--- src/rtl/bankdec_pkg.sv ---
package bankdec_pkg;
  localparam int ADDR_W   = 16;
  localparam int PHYS_W   = 17;
  localparam int BANK_W   = 3;
  localparam int DATA_W   = 8;
  localparam int WIN_BITS = 13;
  localparam int SLOT_BITS = 4;
  localparam int IO_DEV_N = 2;

  localparam logic [ADDR_W-1:0] IO_BASE   = 16'hA000;
  localparam logic [ADDR_W-1:0] ROM_BASE  = 16'hB000;
  localparam logic [ADDR_W-1:0] WIN_BASE  = 16'h8000;
  localparam logic [ADDR_W-1:0] MBOX_ADDR = 16'hA800;
  // slot bases, index 0 = serial controller, index 1 = interface adapter
  localparam logic [IO_DEV_N*ADDR_W-1:0] IO_SLOTS = {16'hA020, 16'hA010};

  typedef struct packed {
    logic mbox;
    logic via;
    logic acia;
    logic rom;
    logic ram;
  } sel_t;
endpackage

--- src/rtl/bankdec_region.sv ---
module bankdec_region
  import bankdec_pkg::*;
(
  input  logic [ADDR_W-1:0] addr,
  output sel_t              sel
);
  logic [IO_DEV_N-1:0] slot_hit;

  genvar i;
  generate
    for (i = 0; i < IO_DEV_N; i++) begin : g_slot
      localparam logic [ADDR_W-1:0] BASE = IO_SLOTS[i*ADDR_W +: ADDR_W];
      assign slot_hit[i] = (addr[ADDR_W-1:SLOT_BITS] == BASE[ADDR_W-1:SLOT_BITS]);
    end
  endgenerate

  always_comb begin
    sel      = '0;
    sel.ram  = (addr < IO_BASE);
    sel.rom  = (addr >= ROM_BASE);
    sel.acia = slot_hit[0];
    sel.via  = slot_hit[1];
    sel.mbox = (addr == MBOX_ADDR);
  end
endmodule

--- src/rtl/bankdec_bank_map.sv ---
module bankdec_bank_map
  import bankdec_pkg::*;
#(
  parameter int BW = BANK_W
) (
  input  logic [ADDR_W-1:0] addr,
  input  logic [BW-1:0]     bank,
  output logic [PHYS_W-1:0] phys
);
  localparam logic [PHYS_W-1:0] WIN_PHYS = PHYS_W'(WIN_BASE);

  logic              in_win;
  logic [PHYS_W-1:0] bank_base;

  assign in_win    = (addr[ADDR_W-1:WIN_BITS] == WIN_BASE[ADDR_W-1:WIN_BITS]);
  assign bank_base = WIN_PHYS + (PHYS_W'(bank) << WIN_BITS);

  always_comb begin
    if (in_win) phys = bank_base + PHYS_W'(addr[WIN_BITS-1:0]);
    else        phys = PHYS_W'(addr);
  end
endmodule

--- src/rtl/bankdec_strobe.sv ---
module bankdec_strobe
  import bankdec_pkg::*;
(
  input  logic phase_hi,
  input  logic rw,
  input  sel_t sel,
  output logic ram_we,
  output logic ram_oe,
  output logic rom_oe,
  output logic data_oe
);
  logic rd_hi, wr_hi;

  assign rd_hi   = phase_hi & rw;
  assign wr_hi   = phase_hi & ~rw;
  assign ram_we  = wr_hi & sel.ram;
  assign ram_oe  = rd_hi & sel.ram;
  assign rom_oe  = rd_hi & sel.rom;
  assign data_oe = rd_hi & (sel.ram | sel.rom | sel.acia | sel.via);
endmodule

--- src/rtl/bankdec_mailbox.sv ---
module bankdec_mailbox #(
  parameter int DW = 8
) (
  input  logic          clk,
  input  logic          rst_n,
  input  logic          hit,
  input  logic          wr,
  input  logic [DW-1:0] wdata,
  input  logic          ack,
  output logic [DW-1:0] data,
  output logic          ready
);
  logic [DW-1:0] data_q, data_d;
  logic          rdy_q, rdy_d;
  logic          wr_hit, data_en;

  assign wr_hit = hit & wr;

  always_comb begin
    data_en = wr_hit;
    data_d  = wdata;
    rdy_d   = rdy_q;
    if (wr_hit)   rdy_d = 1'b1;
    else if (ack) rdy_d = 1'b0;
  end

  always_ff @(posedge clk or negedge rst_n) begin
    if (!rst_n) begin
      data_q <= '0;
      rdy_q  <= 1'b0;
    end else begin
      if (data_en) data_q <= data_d;
      rdy_q <= rdy_d;
    end
  end

  assign data  = data_q;
  assign ready = rdy_q;

  assert_ready_from_write_R10: assert property (@(posedge clk) disable iff (!rst_n)
    $rose(rdy_q) |-> $past(wr_hit));
  assert_data_hold_R10: assert property (@(posedge clk) disable iff (!rst_n)
    !wr_hit |=> $stable(data_q));
  assert_ready_hold_R11: assert property (@(posedge clk) disable iff (!rst_n)
    (rdy_q && !ack) |=> rdy_q);
  assert_write_wins_R11: assert property (@(posedge clk) disable iff (!rst_n)
    wr_hit |=> rdy_q);
endmodule

--- src/rtl/bankdec_top.sv ---
module bankdec_top
  import bankdec_pkg::*;
#(
  parameter int DW = DATA_W,
  parameter int BW = BANK_W
) (
  input  logic              clk,
  input  logic              rst_n,
  input  logic [ADDR_W-1:0] cpu_addr,
  input  logic              cpu_rw,
  input  logic [DW-1:0]     cpu_wdata,
  input  logic [BW-1:0]     bank_sel,
  input  logic              mbox_ack,
  output logic              ram_sel,
  output logic              rom_sel,
  output logic              acia_sel,
  output logic              via_sel,
  output logic              mbox_sel,
  output logic [PHYS_W-1:0] sram_addr,
  output logic              ram_we,
  output logic              ram_oe,
  output logic              rom_oe,
  output logic              data_oe,
  output logic [DW-1:0]     mbox_data,
  output logic              mbox_ready
);
  sel_t       sel;
  logic [1:0] rst_pipe;
  logic       rst_int_n;

  // asynchronous assertion, release after two rising edges
  always_ff @(posedge clk or negedge rst_n) begin
    if (!rst_n) rst_pipe <= 2'b00;
    else        rst_pipe <= {rst_pipe[0], 1'b1};
  end
  assign rst_int_n = rst_pipe[1];

  bankdec_region u_region (
    .addr (cpu_addr),
    .sel  (sel)
  );

  bankdec_bank_map #(.BW(BW)) u_bank_map (
    .addr (cpu_addr),
    .bank (bank_sel),
    .phys (sram_addr)
  );

  bankdec_strobe u_strobe (
    .phase_hi (clk),
    .rw       (cpu_rw),
    .sel      (sel),
    .ram_we   (ram_we),
    .ram_oe   (ram_oe),
    .rom_oe   (rom_oe),
    .data_oe  (data_oe)
  );

  bankdec_mailbox #(.DW(DW)) u_mailbox (
    .clk   (clk),
    .rst_n (rst_int_n),
    .hit   (sel.mbox),
    .wr    (~cpu_rw),
    .wdata (cpu_wdata),
    .ack   (mbox_ack),
    .data  (mbox_data),
    .ready (mbox_ready)
  );

  assign ram_sel  = sel.ram;
  assign rom_sel  = sel.rom;
  assign acia_sel = sel.acia;
  assign via_sel  = sel.via;
  assign mbox_sel = sel.mbox;

  assert_one_select_R4: assert property (@(posedge clk) disable iff (!rst_n)
    $onehot0({ram_sel, rom_sel, acia_sel, via_sel, mbox_sel}));
  assert_low_fixed_R5: assert property (@(posedge clk) disable iff (!rst_n)
    (cpu_addr < 16'h8000) |-> (sram_addr < 17'h08000));
  assert_window_phys_R6: assert property (@(posedge clk) disable iff (!rst_n)
    (cpu_addr[15:13] == 3'b100) |-> (sram_addr >= 17'h08000 && sram_addr < 17'h18000));
  assert_we_scope_R7: assert property (@(negedge clk) disable iff (!rst_n)
    ram_we |-> (!cpu_rw && cpu_addr < 16'hA000));
  assert_rom_read_only_R8: assert property (@(negedge clk) disable iff (!rst_n)
    rom_oe |-> (cpu_rw && cpu_addr >= 16'hB000));
  assert_drive_scope_R9: assert property (@(negedge clk) disable iff (!rst_n)
    data_oe |-> (cpu_rw && !mbox_sel && (ram_sel || rom_sel || acia_sel || via_sel)));
endmodule

--- config.mk ---
export PLATFORM = sky130hd
export DESIGN_NAME = bankdec_top
export DESIGN_NICKNAME = d
export VERILOG_FILES = /design/src/rtl/bankdec_pkg.sv /design/src/rtl/bankdec_region.sv /design/src/rtl/bankdec_bank_map.sv /design/src/rtl/bankdec_strobe.sv /design/src/rtl/bankdec_mailbox.sv /design/src/rtl/bankdec_top.sv
export SDC_FILE = /design/constraint.sdc
export NUM_CORES = 1
export LEC_CHECK = 0
export BUFFER_PORTS_ARGS = -buffer_cell sky130_fd_sc_hd__buf_2
export CAP_MARGIN = 10
export CORE_MARGIN = 2
export CORE_UTILIZATION = 37
export CTS_CLUSTER_DIAMETER = 30
export CTS_CLUSTER_SIZE = 8
export DETAILED_ROUTE_END_ITERATION = 16
export PLACE_DENSITY = 0.83
export SKIP_LAST_GASP = 1
export SLEW_MARGIN = 20
export SYNTH_ARGS = -nofsm -noshare
export SYNTH_HDL_FRONTEND = slang
export SYNTH_HIERARCHICAL = 1
export SYNTH_SLANG_ARGS = --single-unit
--- constraint.sdc ---
create_clock -name clk -period 2.46 [get_ports clk]
set_input_delay 0.492 -clock clk [delete_from_list [all_inputs] [get_ports clk]]
set_output_delay 0.492 -clock clk [all_outputs]
set_load 0.02 [all_outputs]
## Word level (Yosys, flattened, before mapping)

Cells that the tools add are included.
Widths: inputs -> output; s select.

- Register bits: 11
- Input bits: 31
- Output and inout bits: 35
- Word-level logic and storage cells: 26

- Add/subtract/negate cells: 2
- Magnitude comparators: 2
- Equality and inequality tests: 4
- Multiplexer cells: 3
- Bitwise operators: 11
- Reductions and logical operators: 1

Operators by type and width:

| operator | number |
|---|---|
| $eq 12x12->1 const B | 2 |
| $add 16x16->17 const A | 1 |
| $add 17x13->17 | 1 |
| $mux 17 | 1 |
| $eq 16x16->1 const B | 1 |
| $ge 16x16->1 const B | 1 |
| $lt 16x16->1 const B | 1 |
| $and 1x1->1 | 7 |
| $eq 3x3->1 const B | 1 |
| $or 1x1->1 | 3 |
| $mux 1 | 2 |
| $reduce_bool 2->1 | 1 |
| $not 1->1 | 1 |

## Depth between registers and ports, before layout

- Word-level depth: 5
- Gate-level depth with buffers: 5
- Mapped depth without buffers: 5

## Modules after synthesis

Netlist, hierarchy kept.

Modules (own cells, without submodules):

| module | times used | cells each | area an instance (µm²) | seq. area each (µm²) |
|---|---|---|---|---|
| bankdec_mailbox | 1 | 20 | 330.3 | 225.2 |
| bankdec_bank_map | 1 | 20 | 141.4 | 0.0 |
| bankdec_region | 1 | 13 | 92.6 | 0.0 |
| bankdec_top | 1 | 4 | 57.6 | 50.0 |
| bankdec_strobe | 1 | 7 | 41.3 | 0.0 |

==> flow_summary.json <==
{
  "grt.overflow.total": 0,
  "antenna_cells": 0,
  "power_density_nw_per_um2": 579,
  "synthesis.instances": 64,
  "syn_area_um2": 663,
  "power.total_w": 0.000574,
  "met1_usage": 0.157,
  "total_number_of_vias": 696,
  "die_height_um": 46.3,
  "run_status": "finished clean",
  "share_of_final_layout_standard_cells_stronger_than_drive_strength_1": 0.675,
  "post-place-cells": 141,
  "setup_repair_after_global_routing_missed_its_margin": "no",
  "cts.clk_slew.worst_paths_ps": 70,
  "synth.area.top_cells": "sky130_fd_sc_hd__dfrtp_1, sky130_fd_sc_hd__buf_4, sky130_fd_sc_hd__mux2_2, sky130_fd_sc_hd__nor4_2, sky130_fd_sc_hd__or4b_1",
  "firstDrtPassIters": 4,
  "synth.distinct_cells": 22,
  "global_route.usage.met2": 0.303,
  "synth_area_per_cell_um2": 10.4,
  "finalNonFillerCells": 151,
  "crit_path_max_fanout": 3,
  "grt_first_pass_wirelength_mm": 2.63,
  "gr-usage-all-layers": 0.178,
  "die-width_um": 46.3,
  "detail_route.wl_per_cell_um": 11.2,
  "number_of_nets_produced_by_synthesis": 95,
  "synth_top_area_frac": 0.415,
  "drtAntennaViolNets": 0,
  "crit_arrival_ps": 1830,
  "route.final.wire_length_mm": 1.69,
  "initialDrtViolationCount": 13,
  "rows": 15,
  "skew_pair_late_insertion_delay_ps": 360,
  "yosysWarnings": 6,
  "worst-endpoint-required_ps": 1970,
  "cts_tree": "yes",
  "worst_hold_path_type": "reg -> async",
  "crit_path_start_kind": "clock port",
  "fin_util": 0.581,
  "gp_congestion": 0.696,
  "total_of_endpoints_with_negative_setup_slack_in_the_final_report": 0,
  "number_of_vias_per_cell": 4.61,
  "max-cap-violations": 0,
  "die-area_um2": 2150,
  "timing_hold_violations_final": 0,
  "synth.ff_latch_count": 11,
  "critPathSlowestCell": "sky130_fd_sc_hd__and3_2",
  "ys_seq_area_frac": 0.415,
  "initial_utilization": 0.388,
  "cell_type_with_the_largest_total_area_after_synthesis": "sky130_fd_sc_hd__dfrtp_1",
  "top_level_ports": 66,
  "grt_busiest_layer": "met2",
  "layout-area-overhead-vs-synth_pct": 49.6,
  "core_um2": 1710,
  "port_buffers": 65,
  "path_cells": "clkbuf_4 -> clkbuf_4 -> and3_2 -> buf_2",
  "drc": 0,
  "number_of_global_route_vias_before_repair": 729,
  "worst_ir_drop_on_vdd_uv": 469,
  "clock-skew-final_ps": 1.51,
  "grt_start_max_net_pins": 10,
  "final.setup.tns_ps": 0,
  "report.final.slew_viol_count": 0,
  "crit_path_max_incr_delay_ps": 190,
  "worstSetupPathType": "clk -> out",
  "layout.nets": 157,
  "cp-end-kind": "output port",
  "timing.critical_path.mode_cell": "sky130_fd_sc_hd__clkbuf_4",
  "globalRouteMet3Util": 0.0863,
  "power.static_leakage_nw": 0.594,
  "antenna_found_initial": 0
}
## layout by cell type (no fill, tap or decap)
cell type / count
sky130_fd_sc_hd__nand3_1: 1
sky130_fd_sc_hd__and3_2: 1
sky130_fd_sc_hd__buf_2: 65
sky130_fd_sc_hd__nor4_2: 2
sky130_fd_sc_hd__and3_1: 1
sky130_fd_sc_hd__nand2_1: 3
sky130_fd_sc_hd__conb_1: 1
sky130_fd_sc_hd__or4b_1: 2
sky130_fd_sc_hd__a21oi_1: 1
sky130_fd_sc_hd__clkbuf_4: 7
sky130_fd_sc_hd__dfrtp_1: 11
sky130_fd_sc_hd__o21ai_0: 2
sky130_fd_sc_hd__a31oi_1: 1
sky130_fd_sc_hd__and4bb_2: 1
sky130_fd_sc_hd__mux2_2: 8
sky130_fd_sc_hd__and4_1: 1
sky130_fd_sc_hd__nor2b_1: 1
sky130_fd_sc_hd__clkbuf_1: 2
sky130_fd_sc_hd__nor2_1: 2
sky130_fd_sc_hd__inv_1: 5
sky130_fd_sc_hd__nand2_2: 1
sky130_fd_sc_hd__nor3_1: 3
sky130_fd_sc_hd__a31o_1: 2
sky130_fd_sc_hd__dlygate4sd3_1: 1
sky130_fd_sc_hd__nor3b_1: 1
## state kept, by name, summed over array words and instances (netlist names)
name             count
u_mailbox/ready      1
u_mailbox/data       8
rst_pipe             2
## report_power, final
part	switching, W	total [W]	internal [W]
Sequential	0.00000287	0.000185	0.000182
Combinational	0.0000486	0.0000846	0.0000360
Clock	0.000136	0.000304	0.000168
## kinds of logic after synthesis
kind of cell	share of synthesized area
compound gates	0.0585
buf+inv	0.175
flops	0.415
mux	0.136
other cells	0.00565
simple gates	0.209
## timing repair
action | in CTS | in global routing
buffers inserted | 0 | 0
hold buffers | 1 | 0
endpoints found under the hold margin | 2 | 0
endpoints found under the setup margin | 0 | 0
gates resized for setup | 0 | 0
## stage by stage
stage	setup slack [ps]	cell area (µm²)	hold slack, ps
2_1_floorplan	27.3	663	108
3_3_place_gp	339	922	139
3_5_place_dp	276	922	149
4_1_cts	126	992	160
5_1_grt	94.5	992	185
6_report	141	992	142
## cells in the mapped netlist, drive strengths merged
| cell | n |
|---|---|
| buf | 13 |
| dfrtp | 11 |
| mux2 | 8 |
| inv | 5 |
| nand2 | 4 |
| nor3 | 3 |
| a31o | 2 |
| and3 | 2 |
| nor2 | 2 |
| nor4 | 2 |
| o21ai | 2 |
| or4b | 2 |
| a21oi | 1 |
| a31oi | 1 |
| and4 | 1 |
| and4bb | 1 |
| conb | 1 |
| nand3 | 1 |
| nor2b | 1 |
| nor3b | 1 |
## routing by layer
metal  routed length, µm  part of all wire  vias up
met5                   0                 0        -
met4                   8            0.0047        0
met3                 203              0.12        2
met2                 926              0.55       47
met1                 549              0.33      314
li1                    -                 -      333
## area by class of cell
type	count	area, µm²
clock buffers	13	80.1
fillers	165	716
inverters	5	18.8
multi-input cells	35	272
flip-flops and latches	11	275
well taps	25	31.3
repair buffers	62	315
## worst paths after layout
kind | from | endpoint | slack, ps | depth (start not counted)
worst min register to register | rst_pipe[1]$_DFF_PN0_ | u_mailbox/data[1]$_DFFE_PN0P_ | 140 | 0
worst min-delay path | rst_pipe[1]$_DFF_PN0_ | u_mailbox/data[1]$_DFFE_PN0P_ | 140 | 0
min in group clk | mbox_ack | u_mailbox/ready$_DFFE_PN0P_ | 310 | 2
worst max register to register | u_mailbox/data[6]$_DFFE_PN0P_ | u_mailbox/data[6]$_DFFE_PN0P_ | 1710 | 1
max in group asynchronous | rst_n | rst_pipe[1]$_DFF_PN0_ | 1910 | 2
worst max-delay path | clk | ram_oe | 140 | 4
## worst max-delay path, delay by kind of cell
family	cells	cell delay (ps)
buffers and inverters	3	410
AND/OR/NAND/NOR	1	190
Note: power is estimated with default switching activity, not from simulation.
